===== config.mk =====
export PLATFORM = sky130hd
export DESIGN_NAME = i2c_ctrl_bank
export DESIGN_NICKNAME = d
export VERILOG_FILES = /design/src/rtl/i2c_bank_pkg.sv /design/src/rtl/i2c_line_sync.sv /design/src/rtl/i2c_slave_fsm.sv /design/src/rtl/i2c_reg_bank.sv /design/src/rtl/i2c_ctrl_decode.sv /design/src/rtl/i2c_ctrl_bank.sv
export SDC_FILE = /design/constraint.sdc
export NUM_CORES = 1
export LEC_CHECK = 0
export ABC_AREA = 1
export BUFFER_PORTS_ARGS = -buffer_cell sky130_fd_sc_hd__buf_4
export CAP_MARGIN = 20
export CORE_ASPECT_RATIO = 0.9
export CORE_MARGIN = 2
export CORE_UTILIZATION = 51
export CTS_CLUSTER_SIZE = 25
export DETAILED_ROUTE_END_ITERATION = 8
export PLACE_DENSITY = 0.84
export SLEW_MARGIN = 0
export SYNTH_ARGS = -nofsm -noshare
export SYNTH_HDL_FRONTEND = slang
export SYNTH_SLANG_ARGS = --single-unit

===== constraint.sdc =====
create_clock -name clk -period 1.51 [get_ports clk]
set_clock_uncertainty 0.1 [all_clocks]
set_input_delay 0.302 -clock clk [delete_from_list [all_inputs] [get_ports clk]]
set_output_delay 0.302 -clock clk [all_outputs]
set_load 0.01 [all_outputs]

===== src/rtl/i2c_bank_pkg.sv =====
package i2c_bank_pkg;

  typedef enum logic [2:0] {
    ST_IDLE,
    ST_ADDR,
    ST_AACK,
    ST_WR,
    ST_WACK,
    ST_RD,
    ST_SKIP
  } bus_st_e;

  typedef enum logic [1:0] {
    SRC_LEFT  = 2'd0,
    SRC_RIGHT = 2'd1,
    SRC_SUM   = 2'd2
  } src_e;

  localparam logic [3:0] FAMILY_ID = 4'b0001;
  localparam logic [7:0] GC_RESET_CMD = 8'h06;

  localparam int MUTE_REG  = 0;
  localparam int MUTE_BIT  = 7;
  localparam int INSEL_REG = 1;
  localparam int INSEL_LSB = 3;
  localparam int SRC_REG   = 3;
  localparam int SRC_LSB   = 6;
  localparam int GPO_REG   = 3;
  localparam int GPO_LSB   = 0;

  function automatic logic [7:0] reg_default(input int idx);
    return (idx == MUTE_REG) ? 8'h80 : 8'h00;
  endfunction

endpackage


===== src/rtl/i2c_line_sync.sv =====
module i2c_line_sync #(
  parameter int STAGES = 2
) (
  input  logic clk,
  input  logic rst_n,
  input  logic scl_i,
  input  logic sda_i,
  output logic sda_s,
  output logic scl_rise,
  output logic scl_fall,
  output logic start_det,
  output logic stop_det
);

  logic [STAGES-1:0] scl_ff, sda_ff;
  logic scl_s, scl_q, sda_q;

  always_ff @(posedge clk or negedge rst_n) begin
    if (!rst_n) begin
      scl_ff <= '1;
      sda_ff <= '1;
      scl_q  <= 1'b1;
      sda_q  <= 1'b1;
    end else begin
      scl_ff <= {scl_ff[STAGES-2:0], scl_i};
      sda_ff <= {sda_ff[STAGES-2:0], sda_i};
      scl_q  <= scl_s;
      sda_q  <= sda_s;
    end
  end

  assign scl_s     = scl_ff[STAGES-1];
  assign sda_s     = sda_ff[STAGES-1];
  assign scl_rise  = scl_s & ~scl_q;
  assign scl_fall  = ~scl_s & scl_q;
  assign start_det = scl_s & scl_q & sda_q & ~sda_s;
  assign stop_det  = scl_s & scl_q & ~sda_q & sda_s;

endmodule


===== src/rtl/i2c_slave_fsm.sv =====
module i2c_slave_fsm
  import i2c_bank_pkg::*;
#(
  parameter logic [6:0] DEV_ADDR = 7'h48,
  parameter int         NUM_REGS = 5,
  parameter logic [7:0] ID_BYTE  = 8'h10,
  parameter int         IDXW     = 3
) (
  input  logic            clk,
  input  logic            rst_n,
  input  logic            sda_s,
  input  logic            scl_rise,
  input  logic            scl_fall,
  input  logic            start_det,
  input  logic            stop_det,
  output logic            sda_oe,
  output logic            wr_en,
  output logic [IDXW-1:0] wr_idx,
  output logic [7:0]      wr_data,
  output logic            bank_clr
);

  bus_st_e       st;
  logic [3:0]    cnt;
  logic [7:0]    shreg;
  logic [7:0]    nxt;
  logic [IDXW:0] ptr;
  logic          is_rd, is_gc, hit, first;

  assign nxt = {shreg[6:0], sda_s};

  always_ff @(posedge clk or negedge rst_n) begin
    if (!rst_n) begin
      st       <= ST_IDLE;
      cnt      <= '0;
      shreg    <= '0;
      ptr      <= '0;
      is_rd    <= 1'b0;
      is_gc    <= 1'b0;
      hit      <= 1'b0;
      first    <= 1'b0;
      sda_oe   <= 1'b0;
      wr_en    <= 1'b0;
      wr_idx   <= '0;
      wr_data  <= '0;
      bank_clr <= 1'b0;
    end else begin
      wr_en    <= 1'b0;
      bank_clr <= 1'b0;
      if (stop_det) begin
        st     <= ST_IDLE;
        sda_oe <= 1'b0;
      end else if (start_det) begin
        st     <= ST_ADDR;
        cnt    <= '0;
        ptr    <= '0;
        is_gc  <= 1'b0;
        first  <= 1'b1;
        sda_oe <= 1'b0;
      end else begin
        unique case (st)
          ST_ADDR: begin
            if (scl_rise) begin
              shreg <= nxt;
              cnt   <= cnt + 4'd1;
              if (cnt == 4'd7) begin
                is_rd <= sda_s;
                is_gc <= (nxt == 8'h00);
                hit   <= (nxt[7:1] == DEV_ADDR) || (nxt == 8'h00);
              end
            end else if (scl_fall && cnt == 4'd8) begin
              if (hit) begin
                st     <= ST_AACK;
                sda_oe <= 1'b1;
              end else begin
                st <= ST_SKIP;
              end
            end
          end
          ST_AACK: begin
            if (scl_fall) begin
              cnt <= '0;
              if (is_rd) begin
                st     <= ST_RD;
                sda_oe <= ~ID_BYTE[7];
              end else begin
                st     <= ST_WR;
                sda_oe <= 1'b0;
              end
            end
          end
          ST_WR: begin
            if (scl_rise) begin
              shreg <= nxt;
              cnt   <= cnt + 4'd1;
              if (cnt == 4'd7) begin
                first <= 1'b0;
                if (is_gc) begin
                  if (first && nxt == GC_RESET_CMD) bank_clr <= 1'b1;
                end else if (int'(ptr) < NUM_REGS) begin
                  wr_en   <= 1'b1;
                  wr_idx  <= ptr[IDXW-1:0];
                  wr_data <= nxt;
                  ptr     <= ptr + 1'b1;
                end
              end
            end else if (scl_fall && cnt == 4'd8) begin
              st     <= ST_WACK;
              sda_oe <= 1'b1;
            end
          end
          ST_WACK: begin
            if (scl_fall) begin
              st     <= ST_WR;
              cnt    <= '0;
              sda_oe <= 1'b0;
            end
          end
          ST_RD: begin
            if (scl_rise) begin
              cnt <= cnt + 4'd1;
            end else if (scl_fall) begin
              if (cnt == 4'd8) begin
                st     <= ST_SKIP;
                sda_oe <= 1'b0;
              end else begin
                sda_oe <= ~ID_BYTE[3'd7 - cnt[2:0]];
              end
            end
          end
          default: ;
        endcase
      end
    end
  end

endmodule


===== src/rtl/i2c_reg_bank.sv =====
module i2c_reg_bank
  import i2c_bank_pkg::*;
#(
  parameter int NUM_REGS = 5,
  parameter int IDXW     = 3
) (
  input  logic                  clk,
  input  logic                  rst_n,
  input  logic                  wr_en,
  input  logic [IDXW-1:0]       wr_idx,
  input  logic [7:0]            wr_data,
  input  logic                  bank_clr,
  output logic [NUM_REGS*8-1:0] reg_flat
);

  for (genvar g = 0; g < NUM_REGS; g++) begin : g_reg
    localparam logic [7:0] DFLT = reg_default(g);
    logic [7:0] r;
    always_ff @(posedge clk or negedge rst_n) begin
      if (!rst_n)                                r <= DFLT;
      else if (bank_clr)                         r <= DFLT;
      else if (wr_en && wr_idx == IDXW'(g))      r <= wr_data;
    end
    assign reg_flat[g*8 +: 8] = r;
  end

endmodule


===== src/rtl/i2c_ctrl_decode.sv =====
module i2c_ctrl_decode
  import i2c_bank_pkg::*;
#(
  parameter int NUM_REGS = 5
) (
  input  logic [NUM_REGS*8-1:0] reg_flat,
  output logic                  aux_mute,
  output logic [2:0]            in_sel,
  output logic [1:0]            lsrc_sel,
  output logic [1:0]            rsrc_sel,
  output logic [1:0]            gpo
);

  logic [7:0] r_mute, r_in, r_src, r_gpo;
  src_e l_src, r_src_e;

  assign r_mute = reg_flat[MUTE_REG*8 +: 8];
  assign r_in   = reg_flat[INSEL_REG*8 +: 8];
  assign r_src  = reg_flat[SRC_REG*8 +: 8];
  assign r_gpo  = reg_flat[GPO_REG*8 +: 8];

  assign aux_mute = r_mute[MUTE_BIT];
  assign in_sel   = r_in[INSEL_LSB +: 3];
  assign gpo      = r_gpo[GPO_LSB +: 2];

  always_comb begin
    unique case (r_src[SRC_LSB +: 2])
      2'b00:   begin l_src = SRC_LEFT;  r_src_e = SRC_RIGHT; end
      2'b01:   begin l_src = SRC_SUM;   r_src_e = SRC_SUM;   end
      2'b10:   begin l_src = SRC_LEFT;  r_src_e = SRC_LEFT;  end
      default: begin l_src = SRC_RIGHT; r_src_e = SRC_RIGHT; end
    endcase
  end

  assign lsrc_sel = l_src;
  assign rsrc_sel = r_src_e;

endmodule


===== src/rtl/i2c_ctrl_bank.sv =====
module i2c_ctrl_bank
  import i2c_bank_pkg::*;
#(
  parameter logic [6:0] DEV_ADDR    = 7'h48,
  parameter int         NUM_REGS    = 5,
  parameter logic [3:0] ID_LO       = 4'h0,
  parameter int         SYNC_STAGES = 2
) (
  input  logic                  clk,
  input  logic                  rst_n,
  input  logic                  scl_i,
  input  logic                  sda_i,
  output logic                  sda_oe,
  output logic [NUM_REGS*8-1:0] reg_flat,
  output logic                  aux_mute,
  output logic [2:0]            in_sel,
  output logic [1:0]            lsrc_sel,
  output logic [1:0]            rsrc_sel,
  output logic [1:0]            gpo
);

  localparam int         IDXW    = (NUM_REGS > 1) ? $clog2(NUM_REGS) : 1;
  localparam logic [7:0] ID_BYTE = {FAMILY_ID, ID_LO};

  logic            sda_s, scl_rise, scl_fall, start_det, stop_det;
  logic            wr_en, bank_clr;
  logic [IDXW-1:0] wr_idx;
  logic [7:0]      wr_data;

  i2c_line_sync #(.STAGES(SYNC_STAGES)) u_sync (
    .clk       (clk),
    .rst_n     (rst_n),
    .scl_i     (scl_i),
    .sda_i     (sda_i),
    .sda_s     (sda_s),
    .scl_rise  (scl_rise),
    .scl_fall  (scl_fall),
    .start_det (start_det),
    .stop_det  (stop_det)
  );

  i2c_slave_fsm #(
    .DEV_ADDR (DEV_ADDR),
    .NUM_REGS (NUM_REGS),
    .ID_BYTE  (ID_BYTE),
    .IDXW     (IDXW)
  ) u_fsm (
    .clk       (clk),
    .rst_n     (rst_n),
    .sda_s     (sda_s),
    .scl_rise  (scl_rise),
    .scl_fall  (scl_fall),
    .start_det (start_det),
    .stop_det  (stop_det),
    .sda_oe    (sda_oe),
    .wr_en     (wr_en),
    .wr_idx    (wr_idx),
    .wr_data   (wr_data),
    .bank_clr  (bank_clr)
  );

  i2c_reg_bank #(.NUM_REGS(NUM_REGS), .IDXW(IDXW)) u_bank (
    .clk      (clk),
    .rst_n    (rst_n),
    .wr_en    (wr_en),
    .wr_idx   (wr_idx),
    .wr_data  (wr_data),
    .bank_clr (bank_clr),
    .reg_flat (reg_flat)
  );

  i2c_ctrl_decode #(.NUM_REGS(NUM_REGS)) u_dec (
    .reg_flat (reg_flat),
    .aux_mute (aux_mute),
    .in_sel   (in_sel),
    .lsrc_sel (lsrc_sel),
    .rsrc_sel (rsrc_sel),
    .gpo      (gpo)
  );

endmodule


==> results.txt <==
Run status -> finished, violations left
Violated checks -> negative setup slack
Yosys warning count -> 0
Die Ht -> 85.9 um
Req. time, crit path -> 1.66 ns
Setup CP Type -> reg2reg
Total routed wirelength -> 10.3 mm
Drt pass-1 iters -> 5
Clk pwr share -> 33.2%
Placed Instance Area -> 0.00444 mm^2
Cell area after layout -> 0.00517 mm^2
Hpwl dp -> 6.18 mm
Largest net degree at the start of global routing -> 29
First-pass GRT wire length -> 16.4 mm
Final worst setup slack -> -0.130 ns
Crit share post-route -> 109%
Post-synthesis sequential area ratio -> 54.2%
Final setup fails -> 35
Initial DRC count -> 295
Final nets -> 513
Cell count after placement -> 559
Largest area contributor in the netlist -> dfrtp_1
Comb pwr share -> 26.4%
Initial core utilization -> 53.2%
Leakage power -> 2.60 nW
Fin. Hold Viols -> 0
N_diodes -> 0
Routed vias -> 3325
Root Buffer -> clkbuf_8
Remaining Overflow, GRT -> 0
Mapped Area -> 0.00380 mm^2
Util after Layout -> 72.3%
Sw Pwr -> 2.08 mW
Clock sink count -> 82
Worst reg-to-reg setup slack -> -0.13 ns
Layout Cells excl Fill -> 599
CTS clk-pin slew, worst paths -> 0.10 ns
Initial antenna violation count -> 0
Hold slack -> 0.260 ns
Worst Setup End Kind -> flip-flop
Share of cells above drive strength 1 -> 44.9%
Place WS -> -0.0975 ns
DR WL/cell -> 17.2 um
DRC violation count after routing -> 0
CP Launch Type -> flip-flop
FP Rows -> 29
Final Wtd Congestion -> 0.854
Peak VDD IR -> 1.04 mV
Clock buffer depth -> 2
Seq cells post-synth -> 82
Antenna viol nets, final -> 0
GRT Total Usage -> 26.5%
Vias per cell -> 5.55
Die area -> 0.00816 mm^2
Core box area -> 0.00715 mm^2
Worst-Margin Slew -> 0.402 ns
Number of CTS-inserted buffers -> 9
Number of max-cap violations -> 0
Worst-path maximum fanout -> 6
Pwr per Cell Area -> 1190 mW/mm^2
Library cells used by synthesis -> 32
Headroom to the max-slew limit -> 73.1%
Post-synth net total -> 411
IO Count -> 55
CTS tree -> yes
Vias in the first global route -> 3450
Avg Cell Area, Syn -> 9.52 um^2
Htree depth -> 3
Top cells by area, synth -> dfrtp_1 (49%), nand2_1 (9.7%), mux2_2 (7.7%), dfstp_2 (4.8%), inv_1 (3.4%)
PortBufs -> 54
Layout area overhead -> 36.1%
Die W -> 95.0 um
Final max-slew violation count -> 0
Clock Latency Late Sink -> 0.36 ns
RSZ-0062 raised after global routing -> yes
Max frequency -> 0.610 GHz
Cells after synthesis -> 399
Sequential power share -> 40.5%
Crit path time final -> 1.64 ns
Worst EP arrival -> 1.79 ns
P_int -> 4.07 mW
Worst min path class -> reg2reg
Switching Fraction -> 33.8%
Top cell type's share of synthesized area -> 49.4%
-- timing repair --
action,4_1_cts,5_1_grt
resized for setup,56,31
pin swaps,20,11
setup buffers,19,2
hold buffers,3,0
endpoints found under the setup margin,45,60
endpoints found under the hold margin,21,0
cloned,1,0
-- metal layers --
metal	part of all wire [%]	GRT usage [%]	routed length (um)	vias up
li1	-	-	-	1489
met1	39	33.3	4050	1656
met2	52	44.3	5360	145
met3	5.7	7.38	588	35
met4	2.9	9.09	303	0
met5	0	1.28	0	-
-- cell usage in the layout, fill, tap and decap left out, types with 3 or more instances in the layout --
cell type / Yosys / final
buf_4: 8 / 83
buf_6: 1 / 16
bufinv_16: 0 / 3
clkbuf_8: 0 / 9
dfrtp_1: 75 / 71
dfrtp_2: 0 / 4
dfstp_2: 7 / 7
dlygate4sd3_1: 0 / 3
ha_1: 8 / 5
inv_1: 34 / 30
inv_2: 12 / 15
mux2_2: 26 / 26
nand2_1: 98 / 84
nand2_2: 6 / 12
nand2_4: 1 / 9
nand3_1: 21 / 16
nand3_2: 4 / 7
nand4_1: 4 / 4
nor2_1: 26 / 18
nor2_2: 3 / 6
nor2_4: 2 / 7
o21ai_0: 16 / 8
o21ai_1: 24 / 29
o21ai_2: 0 / 3
o21bai_1: 4 / 4
-- critical path, stage by stage (launching register included) --
cell      delay, ns
dfstp_2        0.60
inv_1          0.06
nand2_2        0.14
buf_4          0.15
a21oi_4        0.04
nor2_4         0.13
nand2_4        0.09
o21bai_1       0.15
nand2_1        0.07
-- layout make-up --
class,instances,area [um^2]
flip-flops and latches,82,2070
fillers,440,1980
multi-input cells,258,1700
repair buffers,104,861
inverters,46,175
clock inverters,7,130
clock buffers,9,124
well taps,93,116
-- through the flow --
stage          total power [mW]  TNS [ns]
2_1_floorplan              3.48         0
3_3_place_gp               3.79    -0.313
3_5_place_dp               3.84     -1.03
4_1_cts                    5.97    -0.668
5_1_grt                    6.46     -5.01
6_report                   6.15     -2.13
-- registers in the layout, indices dropped and copies added (netlist names), 2 cells and up --
signal         cells
u_fsm.shreg        7
u_bank.g.r        40
u_fsm.wr_idx       3
u_fsm.ptr          4
u_fsm.cnt          4
u_sync.scl_ff      2
u_fsm.wr_data      8
u_sync.sda_ff      2
u_fsm.st           3
-- cells in the mapped netlist, drive strengths merged --
cell type / n
nand2: 105
dfrtp: 75
inv: 46
o21ai: 40
nor2: 31
mux2: 26
nand3: 25
buf: 13
ha: 8
dfstp: 7
nand4: 5
a21oi: 4
o21bai: 4
nor3: 3
or2: 2
xor2: 2
nor4: 1
o211ai: 1
o22ai: 1
-- power groups by stage --
| stage | combinational (mW) | sequential, mW | clock [mW] |
|---|---|---|---|
| floorplan | 1.02 | 2.47 | 0 |
| global placement | 1.29 | 2.50 | 0 |
| detailed placement | 1.34 | 2.51 | 0 |
| CTS | 1.46 | 2.47 | 2.03 |
| global route | 1.80 | 2.50 | 2.15 |
| finish | 1.62 | 2.49 | 2.04 |
-- cell families (layout without fill, tap and decap cells) --
group | count (synthesis) | count (layout) | share of synthesized area [%]
AOI/OAI and AO/OA | 50 | 50 | 7.34
xor gates and xnor gates | 2 | 2 | 0.461
buffers and inverters | 59 | 166 | 6.95
and+or+nand+nor | 172 | 172 | 20.7
adders and majority gates | 8 | 8 | 2.63
muxes | 26 | 26 | 7.70
DFF | 82 | 82 | 54.2
-- path summary, 6_finish.rpt --
path / endpoint / cells after the start / from
max: u_fsm.st[1] / 8 / u_sync.scl_q
min: u_sync.sda_ff[1] / 0 / u_sync.sda_ff[0]
max reg2reg: u_fsm.st[1] / 8 / u_sync.scl_q
min reg2reg: u_sync.sda_ff[1] / 0 / u_sync.sda_ff[0]
max in group asynchronous: u_bank.g_reg[0].r[5] / 3 / rst_n
min in group asynchronous: u_fsm.cnt[2] / 2 / rst_n
Power figures use the tool's default switching activity.
